[config.mk]
export PLATFORM = sky130hd
export DESIGN_NAME = pccard_cfg_regs
export DESIGN_NICKNAME = d
export VERILOG_FILES = /design/src/rtl/pccfg_pkg.sv /design/src/rtl/pccfg_cis_rom.sv /design/src/rtl/pccfg_addr_dec.sv /design/src/rtl/pccfg_state.sv /design/src/rtl/pccfg_irq_gate.sv /design/src/rtl/pccard_cfg_regs.sv
export SDC_FILE = /design/constraint.sdc
export NUM_CORES = 1
export LEC_CHECK = 0
export BUFFER_PORTS_ARGS = -buffer_cell sky130_fd_sc_hd__buf_2
export CORE_MARGIN = 3
export CORE_UTILIZATION = 56
export DETAILED_ROUTE_END_ITERATION = 8
export PLACE_DENSITY = 0.85
export SKIP_LAST_GASP = 1
export SLEW_MARGIN = 20
export SYNTH_ARGS = -nofsm -noshare
export SYNTH_HDL_FRONTEND = slang
export SYNTH_HIERARCHICAL = 1
export SYNTH_SLANG_ARGS = --single-unit
[constraint.sdc]
create_clock -name clk -period 6.5 [get_ports clk]
set_input_delay 1.3 -clock clk [delete_from_list [all_inputs] [get_ports clk]]
set_output_delay 1.3 -clock clk [all_outputs]
set_load 0.05 [all_outputs]
[src/rtl/pccfg_pkg.sv]
`timescale 1ns/1ps
package pccfg_pkg;

  typedef enum logic [2:0] {
    SEL_NONE,
    SEL_CIS,
    SEL_OPT,
    SEL_STAT,
    SEL_PIN,
    SEL_SOCK
  } sel_e;

  // offsets from the configuration base
  localparam int OFF_OPT  = 0;
  localparam int OFF_STAT = 2;
  localparam int OFF_PIN  = 4;
  localparam int OFF_SOCK = 6;

  localparam logic [7:0] OPT_WMASK  = 8'hCF;
  localparam logic [7:0] STAT_WMASK = 8'h74;
  localparam logic [7:0] PIN_FIXED  = 8'h0C;
  localparam logic [7:0] STAT_INIT  = 8'h02;

  localparam int OPT_SRST_BIT   = 7;
  localparam int STAT_INTN_BIT  = 1;
  localparam int STAT_PWRDN_BIT = 2;
  localparam int PIN_RDY_BIT    = 5;
  localparam int PIN_HRDY_BIT   = 1;
  localparam int CTL_MASK_BIT   = 1;
  localparam int CTL_SRST_BIT   = 2;

endpackage

[src/rtl/pccfg_cis_rom.sv]
`timescale 1ns/1ps
module pccfg_cis_rom #(
  parameter int ADDR_W  = 10,
  parameter int CIS_LEN = 16,
  parameter logic [8*CIS_LEN-1:0] CIS_DATA = '0
) (
  input  logic [ADDR_W-1:0] addr,
  output logic [7:0]        data
);
  localparam int IDX_W = (CIS_LEN > 1) ? $clog2(CIS_LEN) : 1;
  localparam logic [ADDR_W-1:0] LEN_A = ADDR_W'(CIS_LEN);

  logic [7:0] rom [CIS_LEN];

  for (genvar i = 0; i < CIS_LEN; i++) begin : g_rom
    assign rom[i] = CIS_DATA[8*i +: 8];
  end

  logic [IDX_W-1:0] idx;
  assign idx = addr[IDX_W-1:0];

  logic unused_hi;
  assign unused_hi = ^addr;

  always_comb begin
    if (addr < LEN_A) data = rom[idx];
    else              data = 8'h00;
  end
endmodule

[src/rtl/pccfg_addr_dec.sv]
`timescale 1ns/1ps
module pccfg_addr_dec
  import pccfg_pkg::*;
#(
  parameter int ADDR_W   = 10,
  parameter int CFG_BASE = 'h200,
  parameter int CIS_LEN  = 16
) (
  input  logic [ADDR_W-1:0] addr,
  output sel_e              sel
);
  localparam logic [ADDR_W-1:0] BASE_A = ADDR_W'(CFG_BASE);
  localparam logic [ADDR_W-1:0] LEN_A  = ADDR_W'(CIS_LEN);

  logic [ADDR_W-1:0] off;
  assign off = addr - BASE_A;

  always_comb begin
    sel = SEL_NONE;
    if (addr < BASE_A) begin
      if (addr < LEN_A) sel = SEL_CIS;
    end else begin
      case (off)
        ADDR_W'(OFF_OPT):  sel = SEL_OPT;
        ADDR_W'(OFF_STAT): sel = SEL_STAT;
        ADDR_W'(OFF_PIN):  sel = SEL_PIN;
        ADDR_W'(OFF_SOCK): sel = SEL_SOCK;
        default:           sel = SEL_NONE;
      endcase
    end
  end
endmodule

[src/rtl/pccfg_state.sv]
`timescale 1ns/1ps
module pccfg_state
  import pccfg_pkg::*;
(
  input  logic       clk,
  input  logic       rst,
  input  logic       wr_en,
  input  sel_e       sel,
  input  logic [7:0] wdata,
  input  logic       core_irq,
  input  logic       ctl_we,
  input  logic [7:0] ctl_wdata,
  output logic [7:0] opt_q,
  output logic [7:0] stat_q,
  output logic       rdy_q,
  output logic       hrdy_q,
  output logic [1:0] ctl_q
);
  logic [7:0] opt_d, stat_d;
  logic       rdy_d, hrdy_d;
  logic [1:0] ctl_d;

  logic unused_ctl;
  assign unused_ctl = ^{ctl_wdata[7:3], ctl_wdata[0]};

  always_comb begin
    opt_d  = opt_q;
    stat_d = stat_q;
    rdy_d  = rdy_q;
    hrdy_d = hrdy_q;
    ctl_d  = ctl_q;

    if (ctl_we) ctl_d = ctl_wdata[CTL_SRST_BIT:CTL_MASK_BIT];

    if (wr_en) begin
      case (sel)
        SEL_OPT: opt_d = wdata & OPT_WMASK;
        SEL_STAT: begin
          if (stat_q[STAT_PWRDN_BIT] != wdata[STAT_PWRDN_BIT]) rdy_d = 1'b1;
          stat_d = stat_q | (wdata & STAT_WMASK);
        end
        SEL_PIN: hrdy_d = wdata[PIN_HRDY_BIT];
        default: ;
      endcase
    end

    // interrupt-pending flag is active low and follows the core
    stat_d[STAT_INTN_BIT] = ~core_irq;

    // option soft reset holds the rest of the card cleared
    if (opt_d[OPT_SRST_BIT]) begin
      stat_d = stat_d & (8'h01 << STAT_INTN_BIT);
      rdy_d  = 1'b0;
      hrdy_d = 1'b0;
      ctl_d  = 2'b00;
    end
  end

  always_ff @(posedge clk) begin
    if (rst) begin
      opt_q  <= 8'h00;
      stat_q <= STAT_INIT;
      rdy_q  <= 1'b0;
      hrdy_q <= 1'b0;
      ctl_q  <= 2'b00;
    end else begin
      opt_q  <= opt_d;
      stat_q <= stat_d;
      rdy_q  <= rdy_d;
      hrdy_q <= hrdy_d;
      ctl_q  <= ctl_d;
    end
  end
endmodule

[src/rtl/pccfg_irq_gate.sv]
`timescale 1ns/1ps
module pccfg_irq_gate (
  input  logic clk,
  input  logic rst,
  input  logic intn,
  input  logic ctl_mask,
  input  logic ctl_srst,
  input  logic opt_srst,
  output logic host_irq,
  output logic soft_rst
);
  always_ff @(posedge clk) begin
    if (rst) begin
      host_irq <= 1'b0;
      soft_rst <= 1'b0;
    end else begin
      host_irq <= ~intn & ~ctl_mask & ~ctl_srst & ~opt_srst;
      soft_rst <= opt_srst | ctl_srst;
    end
  end
endmodule

[src/rtl/pccard_cfg_regs.sv]
`timescale 1ns/1ps
module pccard_cfg_regs
  import pccfg_pkg::*;
#(
  parameter int ADDR_W   = 10,
  parameter int CFG_BASE = 'h200,
  parameter int CIS_LEN  = 16,
  parameter logic [8*CIS_LEN-1:0] CIS_DATA =
    128'h0F02_0003_0105_1A01_0402_21FF_01D9_0401
) (
  input  logic              clk,
  input  logic              rst,
  input  logic              attr_stb,
  input  logic              attr_we,
  input  logic [ADDR_W-1:0] attr_addr,
  input  logic [7:0]        attr_wdata,
  output logic [7:0]        attr_rdata,
  input  logic              core_irq,
  input  logic              ctl_we,
  input  logic [7:0]        ctl_wdata,
  output logic              host_irq,
  output logic              card_soft_rst,
  output logic [1:0]        addr_mode
);
  sel_e       sel;
  logic [7:0] cis_byte;
  logic [7:0] opt_q, stat_q;
  logic       rdy_q, hrdy_q;
  logic [1:0] ctl_q;
  logic [7:0] rd_mux;

  logic unused_hrdy;
  assign unused_hrdy = hrdy_q;

  pccfg_addr_dec #(.ADDR_W(ADDR_W), .CFG_BASE(CFG_BASE), .CIS_LEN(CIS_LEN)) u_dec (
    .addr (attr_addr),
    .sel  (sel)
  );

  pccfg_cis_rom #(.ADDR_W(ADDR_W), .CIS_LEN(CIS_LEN), .CIS_DATA(CIS_DATA)) u_rom (
    .addr (attr_addr),
    .data (cis_byte)
  );

  pccfg_state u_state (
    .clk       (clk),
    .rst       (rst),
    .wr_en     (attr_stb & attr_we),
    .sel       (sel),
    .wdata     (attr_wdata),
    .core_irq  (core_irq),
    .ctl_we    (ctl_we),
    .ctl_wdata (ctl_wdata),
    .opt_q     (opt_q),
    .stat_q    (stat_q),
    .rdy_q     (rdy_q),
    .hrdy_q    (hrdy_q),
    .ctl_q     (ctl_q)
  );

  pccfg_irq_gate u_irq (
    .clk      (clk),
    .rst      (rst),
    .intn     (stat_q[STAT_INTN_BIT]),
    .ctl_mask (ctl_q[0]),
    .ctl_srst (ctl_q[1]),
    .opt_srst (opt_q[OPT_SRST_BIT]),
    .host_irq (host_irq),
    .soft_rst (card_soft_rst)
  );

  assign addr_mode = opt_q[1:0];

  always_comb begin
    case (sel)
      SEL_CIS:  rd_mux = cis_byte;
      SEL_OPT:  rd_mux = opt_q;
      SEL_STAT: rd_mux = ctl_q[0] ? (stat_q & ~(8'h01 << STAT_INTN_BIT)) : stat_q;
      SEL_PIN:  rd_mux = (8'(rdy_q) << PIN_RDY_BIT) | PIN_FIXED;
      default:  rd_mux = 8'h00;
    endcase
  end

  always_ff @(posedge clk) begin
    if (rst)                      attr_rdata <= 8'h00;
    else if (attr_stb && !attr_we) attr_rdata <= rd_mux;
  end
endmodule

* Yosys cells after proc, flatten, opt, wreduce, memory -nomap -nowiden
Memory sizes are Yosys's and may differ from the RTL's.
Cells that the tools add are included.
Widths: inputs -> output; s select.
** Word-level totals
- Flip-flop bits (word level) :: 27
- Memory bits (read-only) :: 128
- Output and inout port bits :: 12
- Logic and storage cells :: 51
- Memories :: 1
** Memory list
- (name not given) :: depth 16, bits a word 8, rd ports 1, clocked after Yosys merged registers in 0, wr ports 0, RTL line pccfg_cis_rom.sv:26 : if (addr < LEN_A) data = rom[idx];
** Operators by class
- Add/sub/neg operators :: 1
- Order comparisons :: 3
- Equality and inequality tests :: 8
- Muxes and demuxes :: 10
- Bitwise operators :: 12
- Reduce and logical (&&, ||, !) cells :: 7
** Operators with widths (count)
- $mux 8 :: 5
- $pmux 8 s4 :: 1
- $eq 10x3->1 const B :: 2
- $pmux 3 s4 :: 1
- $eq 10x2->1 const B :: 1
- $logic_not 10->1 :: 1
- $lt 10x10->1 const B :: 1
- $lt 10x5->1 const B :: 1
- $sub 10x10->10 const B :: 1
- $or 8x7->8 :: 1
- $eq 3x2->1 const B :: 2
- $ge 5x5->1 const B :: 1
- $not 1->1 :: 5
- $not 4->5 :: 1
- $and 1x1->1 :: 4
- $reduce_and 2->1 :: 2
- $eq 3x1->1 const B :: 1
- $eq 3x3->1 const B :: 1
- $mux 3 :: 1
- $reduce_and 3->1 :: 1
- $mux 2 :: 1
- $reduce_or 2->1 :: 1
- $logic_and 1x1->1 :: 1
- $logic_not 1->1 :: 1
- 3 further kinds :: 3

* Longest topological paths before layout
Gate-level depths: netlist of run 1.
- Depth after elaboration :: 8
- Depth in mapped cells :: 8
- Depth with buffers taken out :: 8

* Modules after synthesis
The synthesis of run 1 kept the hierarchy.
** By module, submodules not included
- pccfg_state :: instances 1, cells each 62, area an instance 628.1 um2, seq. area each 300.3 um2
- pccard_cfg_regs :: instances 1, cells each 56, area an instance 551.8 um2, seq. area each 160.2 um2
- pccfg_cis_rom :: instances 1, cells each 35, area an instance 294.0 um2, seq. area each 0.0 um2
- pccfg_irq_gate :: instances 1, cells each 5, area an instance 73.8 um2, seq. area each 40.0 um2
- pccfg_addr_dec :: instances 1, cells each 8, area an instance 60.1 um2, seq. area each 0.0 um2

* Least setup slack after synthesis of run 1
Ideal clock, no wire load.
- Path type :: input to register
- Start :: in attr_addr[3]
- End :: reg u_state.ctl_q[0]
- Setup time :: 0.125 ns
- Arrival time :: 3.172 ns
- Required time :: 6.375 ns
- Setup slack :: 3.203 ns
- Stages on the path :: 6
- Buffers on the path :: 1
- Cells stage by stage :: or4_1 nor3_1 and4bb_1 buf_6 mux2i_4 nor2_1
** On the way
- Word-level cells in the longest chain between the ends :: 8
** Ends and longest elaborated chain
- start, declared :: RTL line pccard_cfg_regs.sv:15 : input logic [ADDR_W-1:0] attr_addr,
- $sub 10x10->10 :: RTL line pccfg_addr_dec.sv:16 : assign off = addr - BASE_A;
- $eq 10x3->1 (tied with other cells) :: RTL line pccfg_addr_dec.sv:23 : case (off)
- $pmux 3 s4 :: RTL line pccfg_addr_dec.sv:23
- $mux 3 (*) :: RTL line pccfg_addr_dec.sv:20 : if (addr < BASE_A) begin
- net sel[2] :: RTL line pccard_cfg_regs.sv:25 : sel_e sel;
- $eq 3x2->1 (*) :: RTL line pccfg_state.sv:36 : case (sel)
- $mux 8 (*) :: RTL line pccfg_state.sv:36
- $mux 8 (*) :: RTL line pccfg_state.sv:35 : if (wr_en) begin
- $reduce_or 2->1 (no source line) (*)
- end signal, assigned :: RTL line pccfg_state.sv:71 : ctl_q <= ctl_d;
- end, declared :: RTL line pccfg_state.sv:17 : output logic [1:0] ctl_q
The timed path passes the listed nets; every way through them passes the cells marked *.
A chain may end at the register's enable or synchronous reset.

* Worst setup path in the final report of run 1
- Start :: in attr_addr[3]
- End :: reg u_state.stat_q[2]
** On the way
- Word-level cells in the longest chain between the ends :: 8
** Ends and longest elaborated chain
- $sub 10x10->10 :: RTL line pccfg_addr_dec.sv:16
- $eq 10x3->1 (tied with other cells) :: RTL line pccfg_addr_dec.sv:23
- $pmux 3 s4 :: RTL line pccfg_addr_dec.sv:23
- $mux 3 (*) :: RTL line pccfg_addr_dec.sv:20
- net sel[2] :: RTL line pccard_cfg_regs.sv:25
- $eq 3x2->1 :: RTL line pccfg_state.sv:36
- $mux 8 :: RTL line pccfg_state.sv:36
- $mux 8 :: RTL line pccfg_state.sv:35
- $reduce_or 2->1 (no source line)
- end signal, assigned :: RTL line pccfg_state.sv:68 : stat_q <= stat_d;
- end, declared :: RTL line pccfg_state.sv:14 : output logic [7:0] stat_q,
Marks and branches as above.

==> results of run 1 <==
-- placed cells by master, fill, tap and decap left out, types with 2 or more instances in the layout --
cell,instances
mux2_2,6
buf_4,2
conb_1,5
nand3b_1,7
ha_1,7
nand2_1,4
inv_1,6
clkbuf_4,3
a21oi_1,8
dfxtp_1,24
or4_1,2
a211oi_2,2
nor2b_1,3
a22o_1,8
mux2i_1,11
buf_2,37
nand2b_1,4
nor3_1,3
nor4b_4,2
a311oi_1,2
a21o_1,4
nor2_1,24
-- stage by stage --
stage	area, um2	utilization (%)	hold slack (ns)	power, mW
detailed placement	1700	66.3	0.469	0.198
floorplan	1580	-	0.431	0.184
CTS	1720	67.2	0.493	0.258
global route	1720	67.2	0.510	0.270
global placement	1700	66.3	0.449	0.195
finish	1720	67.2	0.489	0.255
-- critical path, delay by kind of cell --
kind / cells / cell delay (ns)
AND/OR/NAND/NOR: 3 / 1.76
multiplexers: 1 / 0.30
buffers and inverters: 1 / 0.18
AO/OA/AOI/OAI: 1 / 0.18
-- power by group through the flow --
stage | logic, mW | registers [mW] | clock network [mW]
global route | 0.0476 | 0.152 | 0.0707
finish | 0.0435 | 0.151 | 0.0603
CTS | 0.0432 | 0.151 | 0.0633
global placement | 0.0408 | 0.155 | 0
floorplan | 0.0246 | 0.160 | 0
detailed placement | 0.0430 | 0.155 | 0
-- final timing paths --
| path | endpoint | slack (ns) |
|---|---|---|
| worst max-delay path | u_state/stat_q[2]$_SDFFE_PP0P_ | 3.01 |
| worst min-delay path | u_irq/host_irq$_SDFF_PP0_ | 0.49 |
| worst max register to register | attr_rdata[4]$_SDFFE_PP0P_ | 5.32 |
| worst min register to register | u_irq/host_irq$_SDFF_PP0_ | 0.49 |
-- cell type report --
cell class                 count  share of cell area, %
multi-input combinational    121                   55.7
sequential                    24                   27.9
inverter                       6                   1.31
tap                           30                   2.18
clock buffer                   3                   1.31
timing repair buffer          39                   11.6
-- routing by layer --
layer / up-vias / share of wire, % / track usage [%]
met5: - / 0 / 0
met4: 0 / 1.3 / 4.21
met3: 6 / 5.7 / 5.04
met2: 39 / 51 / 33.9
met1: 581 / 42 / 24.5
li1: 629 / - / -
-- state kept, by name (all words and copies together), names as in the netlist --
signal,count
attr_rdata,8
u_state/stat_q,5
u_state/opt_q,6
u_irq/soft_rst,1
u_state/ctl_q,2
u_irq/host_irq,1
u_state/rdy_q,1
==> metrics.csv, run 1 <==
metric,value,unit
Finished Layout Cells,223,
outcome,completed,
Clock Sinks,24,
via count,1255,
Detailed Route WL,3220,um
Setup-failing EPs final,0,
worst-case reg-to-reg path depth,3,
Clock power frac,23.6,%
Layout area overhead,10.4,%
P_int,0.189,mW
DIE WIDTH,58.8,um
setup ws final,3.01,ns
Psw,0.0658,mW
Die H,58.8,um
synthesized area,0.00156,mm2
Critical Path RT,6.73,ns
Critical Path Start,attr_addr[3],
Clock Path Buffers,2,
crit path cell chain,"buf_2, or4_1, nor3_1, and4bb_1, mux2i_4, a211oi_2",
FMAX,0.286,GHz
share of layout cells above drive strength 1,33.2,%
Startpoint Class,input pin,
crit path max fanout,13,
Clock Latency Late Sink,0.30,ns
pins over their slew limit,0,
vias in the first global route,1214,
Seq pwr share,59.3,%
number of routed nets with antenna violations,0,
final net count,234,
first drt pass iteration count,4,
Die Area,0.00346,mm2
PortBufs,37,
row count,18,
worst r2r src,u_state/stat_q[4]$_SDFFE_PP0P_,
CTS tree,yes,
Placer Congestion,0.789,
combinational share of power,17.0,%
max incr delay on CP,0.76,ns
final-layout fill cell count,221,
Post-CTS Hold Fix Bufs,0,
worst slack at placement,2.73,ns
register area,480,um2
critical path class,in -> reg,
synthesized area per cell,9.64,um2
diode count,0,
clock-pin slew on the worst setup and hold paths,0.12,ns
worst hold path type,reg -> reg,
root buf cell,clkbuf_4,
first-pass GRT wire length,5300,um
setup bufs post-CTS,0,
cells after synthesis,162,
fin crit period,3.49,ns
"Data arrival, critical path",3.72,ns
CP max-delay cell,nor3_1,
CTS H-tree depth,1,
sum of negative setup slack,0,ns
DRT iter0 DRCs,45,
MaxCap Viol Count,0,
RSZ-0062 raised after global routing,false,
antenna violations before repair,0,
core area,0.00257,mm2
routed len/inst,14.4,um
gr ovfl total,0,
worst hold start,u_state/stat_q[1]$_SDFF_PP1_,
Initial Util,60.8,%
GRT Overall Usage,19.6,%
crit path capture type,register,
skew final,0.00647,ns
Yosys warning count,6,
multi-input combinational cell area,961,um2
count of final hold-check violations,0,
Hold Crit Depth,1,
Resized cells post-CTS,0,
Pwr Density,148,mW/mm2
peak supply drop,150,uV
CTS Buf Count,3,
Via density,5.63,
largest net degree at the start of global routing,20,
Static Leakage,0.734,nW
pin slew with the least headroom to its limit,0.918,ns
post-DP HPWL,2510,um
Switching Fraction,25.8,%
I/O pin count,44,
final critical-path share of the clock period,53.7,%
relative slew slack,38.4,%
placed cell count,220,
DRC viols,0,
(Power assumes the default switching activity.)
==> run 2, diff against run 1 <==
--- a/config.mk
+++ b/config.mk
@@ -7,9 +7,9 @@
 export LEC_CHECK = 0
 export BUFFER_PORTS_ARGS = -buffer_cell sky130_fd_sc_hd__buf_2
 export CORE_MARGIN = 3
-export CORE_UTILIZATION = 56
+export CORE_UTILIZATION = 52
 export DETAILED_ROUTE_END_ITERATION = 8
-export PLACE_DENSITY = 0.85
+export PLACE_DENSITY = 0.79
 export SKIP_LAST_GASP = 1
 export SLEW_MARGIN = 20
 export SYNTH_ARGS = -nofsm -noshare
==> constraint.sdc (replaced) <==
create_clock -name clk -period 3.6 [get_ports clk]
set_input_delay 0.72 -clock clk [delete_from_list [all_inputs] [get_ports clk]]
set_output_delay 0.72 -clock clk [all_outputs]
set_load 0.05 [all_outputs]
==> run 2 against run 1 <==
  * Routed wire length grew 0.56%
  * Die area grew 6.9%
  * Total power grew 82%
  * Via count grew 3.7%
  * Highest routed layer unchanged
==> metrics.csv, run 2 (synthesis gave the netlist of run 1 again) <==
metric,value,unit,change
count of final hold-check violations,0,,unchanged
Initial Util,55.7,%,-5.2 points
first drt pass iteration count,6,,+2
Die H,60.8,um,+3.4%
Top delay family on crit path,simple AND/OR/NAND/NOR gates,,
Clock Latency Late Sink,0.31,ns,about the same
DP Area,0.00172,mm2,+0.96%
sum of negative setup slack,0,ns,unchanged
clock-pin slew on the worst setup and hold paths,0.13,ns,about the same
Resized cells post-CTS,0,,unchanged
PortBufs,37,,unchanged
"Data arrival, critical path",2.75,ns,-0.97 ns
most frequent cells in the layout,"37 x buf_2, 24 x nor2_1, 24 x dfxtp_1",,
DIE WIDTH,60.8,um,+3.4%
pin slew with the least headroom to its limit,0.612,ns,-0.306 ns
vias in the first global route,1246,,+2.6%
Final Instance Area,0.00174,mm2,+0.94%
Layout area overhead,11.5,%,
GRT Overall Usage,19.1,%,-0.51 points
fin crit period,2.56,ns,
CTS Buf Count,3,,unchanged
number of routed nets with antenna violations,0,,unchanged
worst slack at placement,0.718,ns,-2.01 ns
Clock Path Buffers,2,,unchanged
final net count,236,,+0.85%
crit path max fanout,14,,+1
largest net degree at the start of global routing,20,,unchanged
routed len/inst,14.3,um,-0.78%
Regs by FF count,"attr_rdata x8, u_state/opt_q x6, u_state/stat_q x5",,
Startpoint Class,input pin,,
worst hold path type,reg -> reg,,
critical path class,in -> reg,,
Pwr Density,267,mW/mm2,+80%
CTS H-tree depth,1,,unchanged
final critical-path share of the clock period,71.2,%,
peak supply drop,277,uV,+85%
row count,19,,+1
worst path bufs/invs,3,,+2
Static Leakage,0.745,nW,+1.5%
WHS,0.480,ns,-0.00925 ns
pins over their slew limit,0,,unchanged
via count,1302,,+3.7%
placed cell count,223,,+1.4%
max incr delay on CP,0.57,ns,-0.19 ns
RSZ-0062 raised after global routing,false,,
Clock Sinks,24,,unchanged
I/O pin count,44,,unchanged
max FFs per register,8,,unchanged
Via density,5.76,,+2.4%
setup bufs post-CTS,0,,unchanged
Detailed Route WL,3240,um,+0.56%
antenna violations before repair,0,,unchanged
crit path capture type,register,,
Placer Congestion,0.778,,-1.4%
crit path cell chain,"buf_2, or4_1, nor3_1, buf_4, and4bb_1, buf_4, mux2i_4, nor2_1",,
total power,0.465,mW,+82%
Finished Layout Cells,226,,+1.3%
Setup-failing EPs final,0,,unchanged
relative slew slack,59.1,%,+21 points
FMAX,0.390,GHz,
DRC viols,0,,unchanged
most frequent CP cell,buf_4,,
MaxCap Viol Count,0,,unchanged
core area,0.00281,mm2,+9.3%
"commonest non-fill, non-tap cell in the layout",buf_2,,
post-DP HPWL,2550,um,+1.9%
diode count,0,,unchanged
share of layout cells above drive strength 1,33.8,%,+0.69 points
CTS tree,yes,,
Final Core Density,62.0,%,-5.1 points
CP max-delay cell,or4_1,,
first-pass GRT wire length,5390,um,+1.7%
Die Area,0.00370,mm2,+6.9%
outcome,completed,,
gr ovfl total,0,,unchanged
skew final,0.0155,ns,+0.00907 ns
Post-CTS Hold Fix Bufs,0,,unchanged
Top reg by flops,attr_rdata,,
DRT iter0 DRCs,37,,-18%
root buf cell,clkbuf_4,,
Critical Path RT,3.79,ns,-2.94 ns
setup ws final,1.04,ns,-1.97 ns
## run 2: changes by cell type in the layout (fill, tap and decap cells not counted)
cell	before	now
buf_4	2	4
## run 2: layer usage
| metal | track usage (%) | vias up | wire [um] |
|---|---|---|---|
| li1 | - | 634 | - |
| met1 | 22.1 | 619 | 1320 |
| met2 | 35.1 | 43 | 1680 |
| met3 | 5.11 | 6 | 177 |
| met4 | 4.02 | 0 | 53 |
| met5 | 0 | - | 0 |
## run 2: path summary, 6_finish.rpt
check                            startpoint                        endpoint  slack [ns]  depth (start not counted)
max                            attr_addr[3]  u_state/stat_q[4]$_SDFFE_PP0P_        1.04                          8
min            u_state/stat_q[1]$_SDFF_PP1_       u_irq/host_irq$_SDFF_PP0_        0.48                          1
max reg2reg  u_state/stat_q[4]$_SDFFE_PP0P_      attr_rdata[4]$_SDFFE_PP0P_        2.47                          3
min reg2reg    u_state/stat_q[1]$_SDFF_PP1_       u_irq/host_irq$_SDFF_PP0_        0.48                          1
## run 2: area by class of cell
type | count | area [um2]
timing repair buffer | 41 | 215
fill | 253 | 1060
clock buffer | 3 | 22.5
tap | 31 | 38.8
sequential | 24 | 480
multi-input combinational | 121 | 961
inverter | 6 | 22.5
## run 2: report_power, final
part / switching [mW] / internal (mW)
sequential: 0.00317 / 0.270
clock: 0.0726 / 0.0390
combinational: 0.0468 / 0.0328
total: 0.123 / 0.342
## run 2: worst register-to-register path: cells and delay by family (launching register included)
kind | cells | cell delay, ns
AO/OA/AOI/OAI | 2 | 0.45
flip-flops | 1 | 0.34
multiplexers | 1 | 0.26
==> run 3, diff against run 2 <==
==> constraint.sdc (replaced) <==
create_clock -name clk -period 2.4 [get_ports clk]
set_input_delay 0.48 -clock clk [delete_from_list [all_inputs] [get_ports clk]]
set_output_delay 0.48 -clock clk [all_outputs]
set_load 0.05 [all_outputs]
==> run 3 against run 2 <==
  * Worst hold slack worse by 0.16 ns
  * Routed wire length down 2.5%
  * Via count down 1.2%
  * First-iteration DRC count down 11%
  * Core utilization up 1.7 points
  * Critical path type unchanged
==> metrics.csv, run 3 (synthesis gave the netlist of run 1 again) <==
metric,value,unit,change
vias in the first global route,1268,,+1.8%
skew final,0.00924,ns,-0.00629 ns
crit path capture type,register,,
row count,19,,unchanged
final net count,240,,+1.7%
DRC viols,0,,unchanged
largest net degree at the start of global routing,17,,-15%
sum of negative setup slack,0,ns,unchanged
GR Util met2,33.4,%,-1.7 points
flop2flop setup slack,1.28,ns,-1.19 ns
placed cell count,227,,+1.8%
most frequent cells in the layout,"37 x buf_2, 24 x nor2_1, 24 x dfxtp_1",,
count of final hold-check violations,0,,unchanged
share of layout cells above drive strength 1,36.0,%,+2.2 points
Clock Latency Late Sink,0.31,ns,about the same
crit path cell chain,"buf_2, or4_1, a211oi_2, buf_4, buf_4, nor2_1, nor4b_4, a32o_1",,
Resized cells post-CTS,0,,unchanged
Top delay family on crit path,simple AND/OR/NAND/NOR gates,,
gr ovfl total,0,,unchanged
Startpoint Class,input pin,,
DRT iter0 DRCs,33,,-11%
met1 GRT Util,23.5,%,+1.4 points
first-pass GRT wire length,5380,um,-0.24%
peak supply drop,353,uV,+28%
P_int,0.550,mW,+61%
Detailed Route WL,3160,um,-2.5%
routed len/inst,13.7,um,-4.6%
Seq pwr share,55.4,%,-3.5 points
post-DP HPWL,2530,um,-0.78%
fin crit period,2.06,ns,
MaxCap Viol Count,0,,unchanged
Top Usage Layer GRT,met2,,
RSZ-0062 raised after global routing,false,,
number of routed nets with antenna violations,0,,unchanged
GRT Overall Usage,19.0,%,-0.13 points
CTS tree,yes,,
Initial Util,55.7,%,unchanged
pin slew with the least headroom to its limit,0.569,ns,-0.0429 ns
worst r2r src,u_state/stat_q[4]$_SDFFE_PP0P_,,
antenna violations before repair,0,,unchanged
Setup-failing EPs final,0,,unchanged
Clock Sinks,24,,unchanged
worst-case reg-to-reg path depth,3,,unchanged
Regs by FF count,"attr_rdata x8, u_state/opt_q x6, u_state/stat_q x5",,
Clock Path Buffers,2,,unchanged
Hold Crit Depth,2,,+1
CP max-delay cell,or4_1,,
"Data arrival, critical path",2.32,ns,-0.43 ns
Clock power frac,28.4,%,+4.4 points
clock-pin slew on the worst setup and hold paths,0.12,ns,about the same
most frequent CP cell,buf_4,,
met3 Track Usage GR,3.83,%,-1.3 points
Psw,0.191,mW,+56%
worst hold path type,in -> reg,,
Placer Congestion,0.778,,about the same
Top reg by flops,attr_rdata,,
final critical-path share of the clock period,85.8,%,
combinational share of power,16.2,%,-0.9 points
Static Leakage,0.773,nW,+3.7%
max incr delay on CP,0.54,ns,-0.03 ns
DIE WIDTH,60.8,um,unchanged
via count,1286,,-1.2%
Finished Layout Cells,231,,+2.2%
setup bufs post-CTS,0,,unchanged
worst path bufs/invs,3,,unchanged
PortBufs,37,,unchanged
pins over their slew limit,0,,unchanged
Post-CTS Hold Fix Bufs,0,,unchanged
I/O pin count,44,,unchanged
Via density,5.57,,-3.4%
Die Area,0.00370,mm2,unchanged
outcome,completed,,
critical path class,in -> reg,,
Die H,60.8,um,unchanged
FMAX,0.486,GHz,
first drt pass iteration count,4,,-2
diode count,0,,unchanged
Hold EP,u_state/stat_q[1]$_SDFF_PP1_,,
R2R Path End,attr_rdata[4]$_SDFFE_PP0P_,,
Pwr Density,414,mW/mm2,+55%
"commonest non-fill, non-tap cell in the layout",buf_2,,
crit path max fanout,12,,-2
worst hold start,core_irq,,
Critical Path RT,2.66,ns,-1.13 ns
Layout area overhead,14.6,%,
CTS H-tree depth,1,,unchanged
relative slew slack,62.0,%,+2.9 points
core area,0.00281,mm2,unchanged
CTS Buf Count,3,,unchanged
Switching Fraction,25.8,%,-0.59 points
root buf cell,clkbuf_4,,
max FFs per register,8,,unchanged
-- run 3: changes by cell type in the layout (fill, tap and decap cells not counted) --
cell / before / now
clkbuf_8: 0 / 1
nor3_2: 0 / 1
buf_4: 4 / 8
nor3_1: 3 / 2
-- run 3: area by class of cell --
type	instances	area [um2]
Fill cell	238	1020
Multi-Input combinational cell	121	966
Sequential cell	24	480
Timing Repair Buffer	45	245
Tap cell	31	38.8
Clock buffer	4	36.3
Inverter	6	22.5
-- run 3: metal layers --
layer | part of all wire, % | wire length [um]
met5 | 0 | 0
met4 | 0.54 | 17
met3 | 4.0 | 126
met2 | 52 | 1640
met1 | 43 | 1370
-- run 3: worst max path at each step --
stage                       from                            end  slack [ns]  depth (start not counted)
finish              attr_addr[4]     attr_rdata[1]$_SDFFE_PP0P_        0.34                          8
global route        attr_addr[4]     attr_rdata[1]$_SDFFE_PP0P_        0.22                          8
CTS                 attr_addr[4]     attr_rdata[1]$_SDFFE_PP0P_        0.35                          8
detailed placement  attr_addr[4]  u_state/opt_q[0]$_SDFFE_PP0P_        0.02                          8
global placement    attr_addr[4]     attr_rdata[6]$_SDFFE_PP0P_        0.05                          7
floorplan           attr_addr[3]  u_state/ctl_q[0]$_SDFFE_PP0P_        0.17                          6
-- run 3: stage by stage --
step / total power [mW] / utilization, % / area, um2 / setup slack, ns / hold WS (ns)
3_3_place_gp: 0.533 / 62.5 / 1750 / 0.0510 / 0.444
2_1_floorplan: 0.500 / - / 1580 / 0.169 / 0.431
4_1_cts: 0.747 / 63.8 / 1790 / 0.350 / 0.317
3_5_place_dp: 0.538 / 62.5 / 1750 / 0.0157 / 0.458
6_report: 0.740 / 63.8 / 1790 / 0.342 / 0.322
5_1_grt: 0.783 / 63.8 / 1790 / 0.222 / 0.303
-- run 3: power by group through the flow --
stage | logic, mW | clock network [mW] | registers [mW]
final | 0.120 | 0.210 | 0.410
after global routing | 0.132 | 0.239 | 0.411
after CTS | 0.120 | 0.217 | 0.410
after detailed placement | 0.119 | 0 | 0.419
after global placement | 0.114 | 0 | 0.419
after floorplan | 0.0670 | 0 | 0.433
